`config.mk`:
```
export PLATFORM = sky130hd
export DESIGN_NAME = pal_gray_engine
export DESIGN_NICKNAME = d
export VERILOG_FILES = /design/src/rtl/pal_gray_pkg.sv /design/src/rtl/pal_gray_luma.sv /design/src/rtl/pal_gray_span.sv /design/src/rtl/pal_gray_ctrl.sv /design/src/rtl/pal_gray_engine.sv
export SDC_FILE = /design/constraint.sdc
export NUM_CORES = 1
export LEC_CHECK = 0
export BUFFER_PORTS_ARGS = -buffer_cell sky130_fd_sc_hd__buf_2
export CORE_MARGIN = 5
export CORE_UTILIZATION = 54
export DETAILED_ROUTE_END_ITERATION = 8
export GPL_TIMING_DRIVEN = 0
export PLACE_DENSITY = 0.78
export SLEW_MARGIN = 30
export SYNTH_ARGS = -nofsm -noshare
export SYNTH_HDL_FRONTEND = slang
export SYNTH_HIERARCHICAL = 1
export SYNTH_SLANG_ARGS = --single-unit
```
`constraint.sdc`:
```
create_clock -name clk_i -period 2.2 [get_ports clk_i]
set_clock_uncertainty 0.15 [all_clocks]
set_input_delay 0.66 -clock clk_i [delete_from_list [all_inputs] [get_ports clk_i]]
set_output_delay 0.66 -clock clk_i [all_outputs]
set_load 0.03 [all_outputs]
```
`src/rtl/pal_gray_pkg.sv`:
```
package pal_gray_pkg;
  typedef enum logic [1:0] {
    ST_IDLE,
    ST_READ,
    ST_CALC,
    ST_WRITE
  } pg_state_e;

  localparam int unsigned W_RED   = 77;
  localparam int unsigned W_GREEN = 151;
  localparam int unsigned W_BLUE  = 28;
  localparam int unsigned W_SHIFT = 8;
  localparam int unsigned W_ROUND = 1 << (W_SHIFT - 1);
endpackage

```
`src/rtl/pal_gray_luma.sv`:
```
module pal_gray_luma #(
  parameter int COMP_W = 8,
  parameter int GRAY_W = 6
) (
  input  logic [3*COMP_W-1:0] rgb_i,
  output logic [COMP_W-1:0]   gray_o
);
  import pal_gray_pkg::*;

  localparam int SUM_W = COMP_W + 10;
  localparam logic [SUM_W-1:0] GMAX = SUM_W'((1 << GRAY_W) - 1);

  logic [SUM_W-1:0] r_w, g_w, b_w, sum_w, scaled_w;

  assign r_w = SUM_W'(rgb_i[3*COMP_W-1 -: COMP_W]);
  assign g_w = SUM_W'(rgb_i[2*COMP_W-1 -: COMP_W]);
  assign b_w = SUM_W'(rgb_i[COMP_W-1 -: COMP_W]);

  always_comb begin
    sum_w    = r_w * SUM_W'(W_RED) + g_w * SUM_W'(W_GREEN)
             + b_w * SUM_W'(W_BLUE) + SUM_W'(W_ROUND);
    scaled_w = sum_w >> W_SHIFT;
    gray_o   = (scaled_w > GMAX) ? GMAX[COMP_W-1:0] : scaled_w[COMP_W-1:0];
  end
endmodule

```
`src/rtl/pal_gray_span.sv`:
```
module pal_gray_span #(
  parameter int IDX_W = 8
) (
  input  logic [IDX_W-1:0] first_idx_i,
  input  logic [IDX_W:0]   num_i,
  output logic [IDX_W:0]   eff_o
);
  localparam int CNT_W = IDX_W + 1;
  localparam int DEPTH = 1 << IDX_W;

  logic [CNT_W-1:0] room_w;

  // entries left before the end of the palette
  assign room_w = CNT_W'(DEPTH) - CNT_W'(first_idx_i);
  assign eff_o  = (num_i > room_w) ? room_w : num_i;
endmodule

```
`src/rtl/pal_gray_ctrl.sv`:
```
module pal_gray_ctrl #(
  parameter int IDX_W = 8
) (
  input  logic             clk_i,
  input  logic             rst_ni,
  input  logic             start_i,
  input  logic [IDX_W-1:0] first_idx_i,
  input  logic [IDX_W:0]   eff_i,
  output logic             busy_o,
  output logic             done_o,
  output logic [IDX_W-1:0] addr_o,
  output logic             re_o,
  output logic             calc_o,
  output logic             we_o
);
  import pal_gray_pkg::*;

  pg_state_e        state_q;
  logic [IDX_W:0]   left_q;
  logic [IDX_W-1:0] addr_q;
  logic             done_q;

  always_ff @(posedge clk_i or negedge rst_ni) begin
    if (!rst_ni) begin
      state_q <= ST_IDLE;
      left_q  <= '0;
      addr_q  <= '0;
      done_q  <= 1'b0;
    end else begin
      done_q <= 1'b0;
      unique case (state_q)
        ST_IDLE: begin
          if (start_i) begin
            if (eff_i == '0) begin
              done_q <= 1'b1;
            end else begin
              addr_q  <= first_idx_i;
              left_q  <= eff_i;
              state_q <= ST_READ;
            end
          end
        end
        ST_READ:  state_q <= ST_CALC;
        ST_CALC:  state_q <= ST_WRITE;
        ST_WRITE: begin
          if (left_q == (IDX_W+1)'(1)) begin
            state_q <= ST_IDLE;
            done_q  <= 1'b1;
          end else begin
            left_q  <= left_q - 1'b1;
            addr_q  <= addr_q + 1'b1;
            state_q <= ST_READ;
          end
        end
        default: state_q <= ST_IDLE;
      endcase
    end
  end

  assign busy_o = (state_q != ST_IDLE);
  assign done_o = done_q;
  assign addr_o = addr_q;
  assign re_o   = (state_q == ST_READ);
  assign calc_o = (state_q == ST_CALC);
  assign we_o   = (state_q == ST_WRITE);
endmodule

```
`src/rtl/pal_gray_engine.sv`:
```
module pal_gray_engine #(
  parameter int IDX_W  = 8,
  parameter int COMP_W = 8,
  parameter int GRAY_W = 6
) (
  input  logic                clk_i,
  input  logic                rst_ni,
  input  logic                start_i,
  input  logic [IDX_W-1:0]    first_idx_i,
  input  logic [IDX_W:0]      num_i,
  output logic                busy_o,
  output logic                done_o,
  output logic                blank_o,
  output logic [IDX_W-1:0]    mem_addr_o,
  output logic                mem_re_o,
  input  logic [3*COMP_W-1:0] mem_rdata_i,
  output logic                mem_we_o,
  output logic [3*COMP_W-1:0] mem_wdata_o
);
  logic [IDX_W:0]    eff_w;
  logic              calc_w;
  logic [COMP_W-1:0] gray_w, gray_q;

  pal_gray_span #(.IDX_W(IDX_W)) u_span (
    .first_idx_i (first_idx_i),
    .num_i       (num_i),
    .eff_o       (eff_w)
  );

  pal_gray_ctrl #(.IDX_W(IDX_W)) u_ctrl (
    .clk_i       (clk_i),
    .rst_ni      (rst_ni),
    .start_i     (start_i),
    .first_idx_i (first_idx_i),
    .eff_i       (eff_w),
    .busy_o      (busy_o),
    .done_o      (done_o),
    .addr_o      (mem_addr_o),
    .re_o        (mem_re_o),
    .calc_o      (calc_w),
    .we_o        (mem_we_o)
  );

  pal_gray_luma #(.COMP_W(COMP_W), .GRAY_W(GRAY_W)) u_luma (
    .rgb_i  (mem_rdata_i),
    .gray_o (gray_w)
  );

  always_ff @(posedge clk_i or negedge rst_ni) begin
    if (!rst_ni)     gray_q <= '0;
    else if (calc_w) gray_q <= gray_w;
  end

  assign mem_wdata_o = {3{gray_q}};
  assign blank_o     = busy_o;
endmodule

```
After elaboration in Yosys (flattened, before gate mapping) --
Cells that the tools add are included.
Operators by class: equality and inequality tests 7, $add $sub $neg 6, multiply operators 3, multiplexer cells 18, magnitude comparators 2, reduce and logical (&&, ||, !) cells 6
Operators with widths (number):
- 18-bit adder | 2
- 9-bit 2-to-1 mux | 4
- 8-bit 2-to-1 mux | 4
- 18-bit by 8-bit adder with 18-bit output (second input constant) | 1
- 9-bit one-hot mux with 2 select lines | 1
- 8-bit by 8-bit multiplier with 16-bit output (second input constant) | 1
- 8-bit one-hot mux with 2 select lines | 1
- 8-bit by 7-bit multiplier with 15-bit output (second input constant) | 1
- 8-bit by 3-bit multiplier with 11-bit output (second input constant) | 1
- 10-bit by 6-bit greater-than comparator with 1-bit output (second input constant) | 1
- 9-bit by 1-bit == test with 1-bit output (second input constant) | 1
- 9-bit greater-than comparator | 1
- 9-bit zero test | 1
- 9-bit by 1-bit subtractor with 9-bit output (second input constant) | 1
- 9-bit by 8-bit subtractor with 9-bit output (first input constant) | 1
- 8-bit by 1-bit adder with 8-bit output (second input constant) | 1
- 2-bit one-hot mux with 4 select lines | 1
- 2-bit inequality test (second input constant) | 3
- 2-bit == test (second input constant) | 2
- 1-bit 2-to-1 mux | 4
- 2-bit 2-to-1 mux | 2
- 4-bit AND reduction | 1
- 2-bit nonzero test | 2
- 2-bit by 1-bit == test with 1-bit output (second input constant) | 1
- other kinds (3) | 3
Storage, ports and cells: register bits after elaboration 28, output and inout port bits 37, input port bits 44, logic and storage cells 47

Logic depth before layout (Yosys ltp) --
word-level depth 7, mapped depth 24

Modules after synthesis --
Netlist, hierarchy kept.
Modules (own cells, without submodules):
- pal_gray_luma | area each 3286.9 um^2, cells an instance 342, instances 1
- pal_gray_ctrl | area each 1456.4 um^2, cells an instance 160, instances 1
- pal_gray_span | area each 466.7 um^2, cells an instance 63, instances 1
- pal_gray_engine | area each 459.2 um^2, cells an instance 34, instances 1

Worst setup path after synthesis --
OpenSTA, ideal clock, no wires.
path kind input-to-reg, start input mem_rdata_i[1], end register gray_q[0], data required time 1.925 ns, path buffers 0, setup slack -3.707 ns, arrival 5.632 ns, library setup time 0.125 ns, cell stages on the path 21, cell sequence fa_1 > ha_1 > a21o_1 > a21oi_1 > xnor2_1 > fa_1 > inv_1 > fa_1 > inv_1 > fa_1 > inv_1 > fa_1 > inv_1 > ha_1 > a21oi_1 > o21ai_2 > a22oi_2 > o21ai_1 > or4_4 > nand3b_1 > mux2_4
Between the ends: word-level cells in the longest chain between the ends 5
Ends and longest elaborated chain:
- start, declared | line pal_gray_engine.sv:16 | input logic [3*COMP_W-1:0] mem_rdata_i,
- 8-bit by 3-bit multiplier with 11-bit output * | line pal_gray_luma.sv:21 | + b_w * SUM_W'(W_BLUE) + SUM_W'(W_ROUND);
- 18-bit adder * | line pal_gray_luma.sv:21
- 18-bit by 8-bit adder with 18-bit output * | line pal_gray_luma.sv:21
- 10-bit by 6-bit greater-than comparator with 1-bit output | line pal_gray_luma.sv:23 | gray_o = (scaled_w > GMAX) ? GMAX[COMP_W-1:0] : scaled_w[COMP_W-1:0];
- 8-bit 2-to-1 mux * | line pal_gray_luma.sv:23
- named net gray_w[0] | line pal_gray_engine.sv:22 | logic [COMP_W-1:0] gray_w, gray_q;
- end signal, assigned | line pal_gray_engine.sv:51 | else if (calc_w) gray_q <= gray_w;
- end, declared | line pal_gray_engine.sv:22
Mark *: on every way through the listed nets, which the timed path passes. The rest lies on a longest branch. A chain may end at the register's enable or synchronous reset.

Final worst setup path --
start input mem_rdata_i[1], end register gray_q[3]
Same word-level chain as after synthesis.

==> flow_metrics.tcl <==
set metrics [dict create \
    ys_types 76 \
    outcome "complete, but fails checks" \
    path_clk_slew_ns 0.11 \
    die_w_um 112 \
    timing.final.crit_share 2.63 \
    start_util 0.552 \
    drt_wl_total_um 15200 \
    io_buffers 80 \
    core_area_um2 10300 \
    antenna_left 0 \
    cap_violations 0 \
    relSlewSlack 0.389 \
    numCtsBuffers 3 \
    wl_per_cell_um 17.7 \
    netlist_instances 599 \
    dieArea_um2 12600 \
    maxSlewViolCount 0 \
    grt_usage 0.233 \
    clkSinkCount 28 \
    drt_iter0_markers 317 \
    area_delta_synth_final_pct 27.4 \
    final_util 0.703 \
    cp.required_ns 2.23 \
    grt_max_degree 29 \
    drive_gt1_frac 0.355 \
    clock_path_buffers 2 \
    fin_crit_ns 5.78 \
    synth_flop_cell "dfrtp_1" \
    max_freq_ghz 0.173 \
    pin_count 81 \
    overflow 0 \
    grt_pass1_vias 5334 \
    final.setup.worst_slack_ns -3.58 \
    synth_edf_count 0 \
    clkLatencyLatePin_ns 0.28 \
    n_antenna_cell 0 \
    end_kind "register" \
    async_flop_share 1.00 \
    yosysTopAreaCell "fa_1" \
    dr.pass1.iters 6 \
    synth_top_area_frac 0.222 \
    cts_tree "built" \
    drc 0 \
    via_count 4927 \
    antenna_found_initial 0 \
    die_h_um 112 \
    ys_ff_latch 28 \
    worstMarginPinSlew_ns 0.904 \
    netlist_top_cells_area "fa_1 22%, ha_1 22%, dfrtp_1 12%" \
    h-tree-depth 1 \
    path_max_fanout 6 \
    finalSetupViolCount 26 \
    rows 37 \
    syn-cell-area_um2 5670 \
    crit_arrival_ns 5.81 \
    critPathKind "in -> reg" \
    final_hold_viol_count 0 \
    place_congestion 0.907 \
    grt_first_pass_wirelength_um 24600 \
    rsz0062_at_grt "yes" \
    synth_seq_area_share 0.124 \
    final_nets 932 \
    viasPerCell 5.73 \
    ys_warn_count 6 \
    hp-class "in -> async" \
    clk_root_buffer_cell "clkbuf_8" \
    cp-start-kind "primary input" \
    place_hpwl_um 11300 \
    violations "setup timing" \
    avgSynthCellArea_um2 9.46 \
]
==> state kept, by name (all words and copies together) (netlist names) <==
name and count:
u_ctrl/left_q 9, gray_q 8, u_ctrl/done_o 1, u_ctrl/state_q 2, u_ctrl/addr_o 8
==> per-layer routing <==
metal | up-vias | track usage | routed length (µm)
li1 | 2266 | - | -
met1 | 2405 | 0.280 | 5790
met2 | 206 | 0.440 | 8130
met3 | 50 | 0.0253 | 880
met4 | 0 | 0.0617 | 393
met5 | - | 0 | 0
==> cells in the mapped netlist (all sizes together), types with 10 or more instances <==
master    n
dfrtp    28
nor2     13
ha      100
mux2     11
o31ai    10
a21oi    23
xnor2    13
o21ai    25
nor3     10
buf      28
inv     132
fa       63
nand2    27
==> kinds of logic after synthesis <==
logic type                 synth area share
muxes                                0.0296
other                              0.000661
xor gates and xnor gates             0.0294
AOI/OAI and AO/OA                     0.141
buffers and inverters                 0.126
DFF                                   0.124
and+or+nand+nor                       0.107
adders and majority gates             0.443
==> cell usage in the layout (no fill, tap or decap), drive strengths merged, types with 3 or more instances in the layout <==
cell and n:
o31ai 10, o22ai 7, nand3b 6, or4 5, nor3b 3, xnor2 13, a22oi 3, nor2 13
o21bai 3, clkbuf 6, o21ai 25, inv 132, xor2 6, dfrtp 28, a2bb2oi 4, a21o 4
o211ai 3, buf 149, fa 63, nor4 7, nand2 27, nand3 7, nor3 10, nor2b 4
mux2 11, o32ai 4, a21oi 23, ha 100
==> layout make-up <==
| class | instances | area, µm² |
|---|---|---|
| Fill cell | 750 | 3050 |
| Tap cell | 136 | 170 |
| Clock inverter | 1 | 30.0 |
| Timing Repair Buffer | 120 | 778 |
| Inverter | 133 | 499 |
| Buffer | 32 | 245 |
| Multi-Input combinational cell | 407 | 4760 |
| Clock buffer | 3 | 41.3 |
| Sequential cell | 28 | 701 |
==> through the flow <==
| stage | hold slack [ns] | worst slack (ns) | TNS, ns | area (µm²) | cells |
|---|---|---|---|---|---|
| finish | 0.229 | -3.58 | -62.12 | 7220 | 860 |
| global route | 0.302 | -3.73 | -64.39 | 7220 | 860 |
| CTS | 0.263 | -3.62 | -58.04 | 7040 | 853 |
| detailed placement | 0.401 | -4.03 | -72.09 | 6410 | 816 |
| global placement | 0.390 | -3.92 | -69.34 | 6410 | 816 |
| floorplan | 0.214 | -3.48 | -56.36 | 5840 | 600 |
==> final timing paths <==
kind / startpoint / to / slack [ns] / cells past startpoint
hold reg to reg: gray_q[7] / gray_q[7] / 0.42 / 1
hold / removal: rst_ni / u_ctrl/left_q[6] / 0.23 / 1
max in group asynchronous: rst_ni / u_ctrl/addr_o[7] / 1.25 / 1
setup reg to reg: u_ctrl/left_q[1] / u_ctrl/left_q[0] / -0.37 / 7
min in group clk_i: gray_q[7] / gray_q[7] / 0.42 / 1
setup / recovery: mem_rdata_i[1] / gray_q[3] / -3.58 / 22
==> worst max-delay path, cell delays in order <==
cell	delay, ns
buf_8	0.10
fa_1	0.56
ha_1	0.23
a21o_1	0.18
a21oi_2	0.20
xnor2_2	0.10
fa_1	0.50
inv_2	0.04
fa_1	0.50
inv_1	0.05
fa_1	0.47
inv_1	0.05
fa_1	0.49
inv_2	0.05
ha_4	0.24
a21oi_2	0.14
o21ai_2	0.08
a22oi_2	0.18
o21ai_2	0.07
or4_4	0.44
nand3b_1	0.19
mux2_4	0.28
==> timing repair <==
item,in CTS,in global routing
pin swaps,46,29
hold buffers,0,0
buffers inserted,32,8
gates cloned,1,0
endpoints found under the setup margin,28,27
resized for setup,65,33
Power is left out: the tool's default activity adds up to more than one toggle a clock period on the data nets, which glitch-free logic cannot reach.
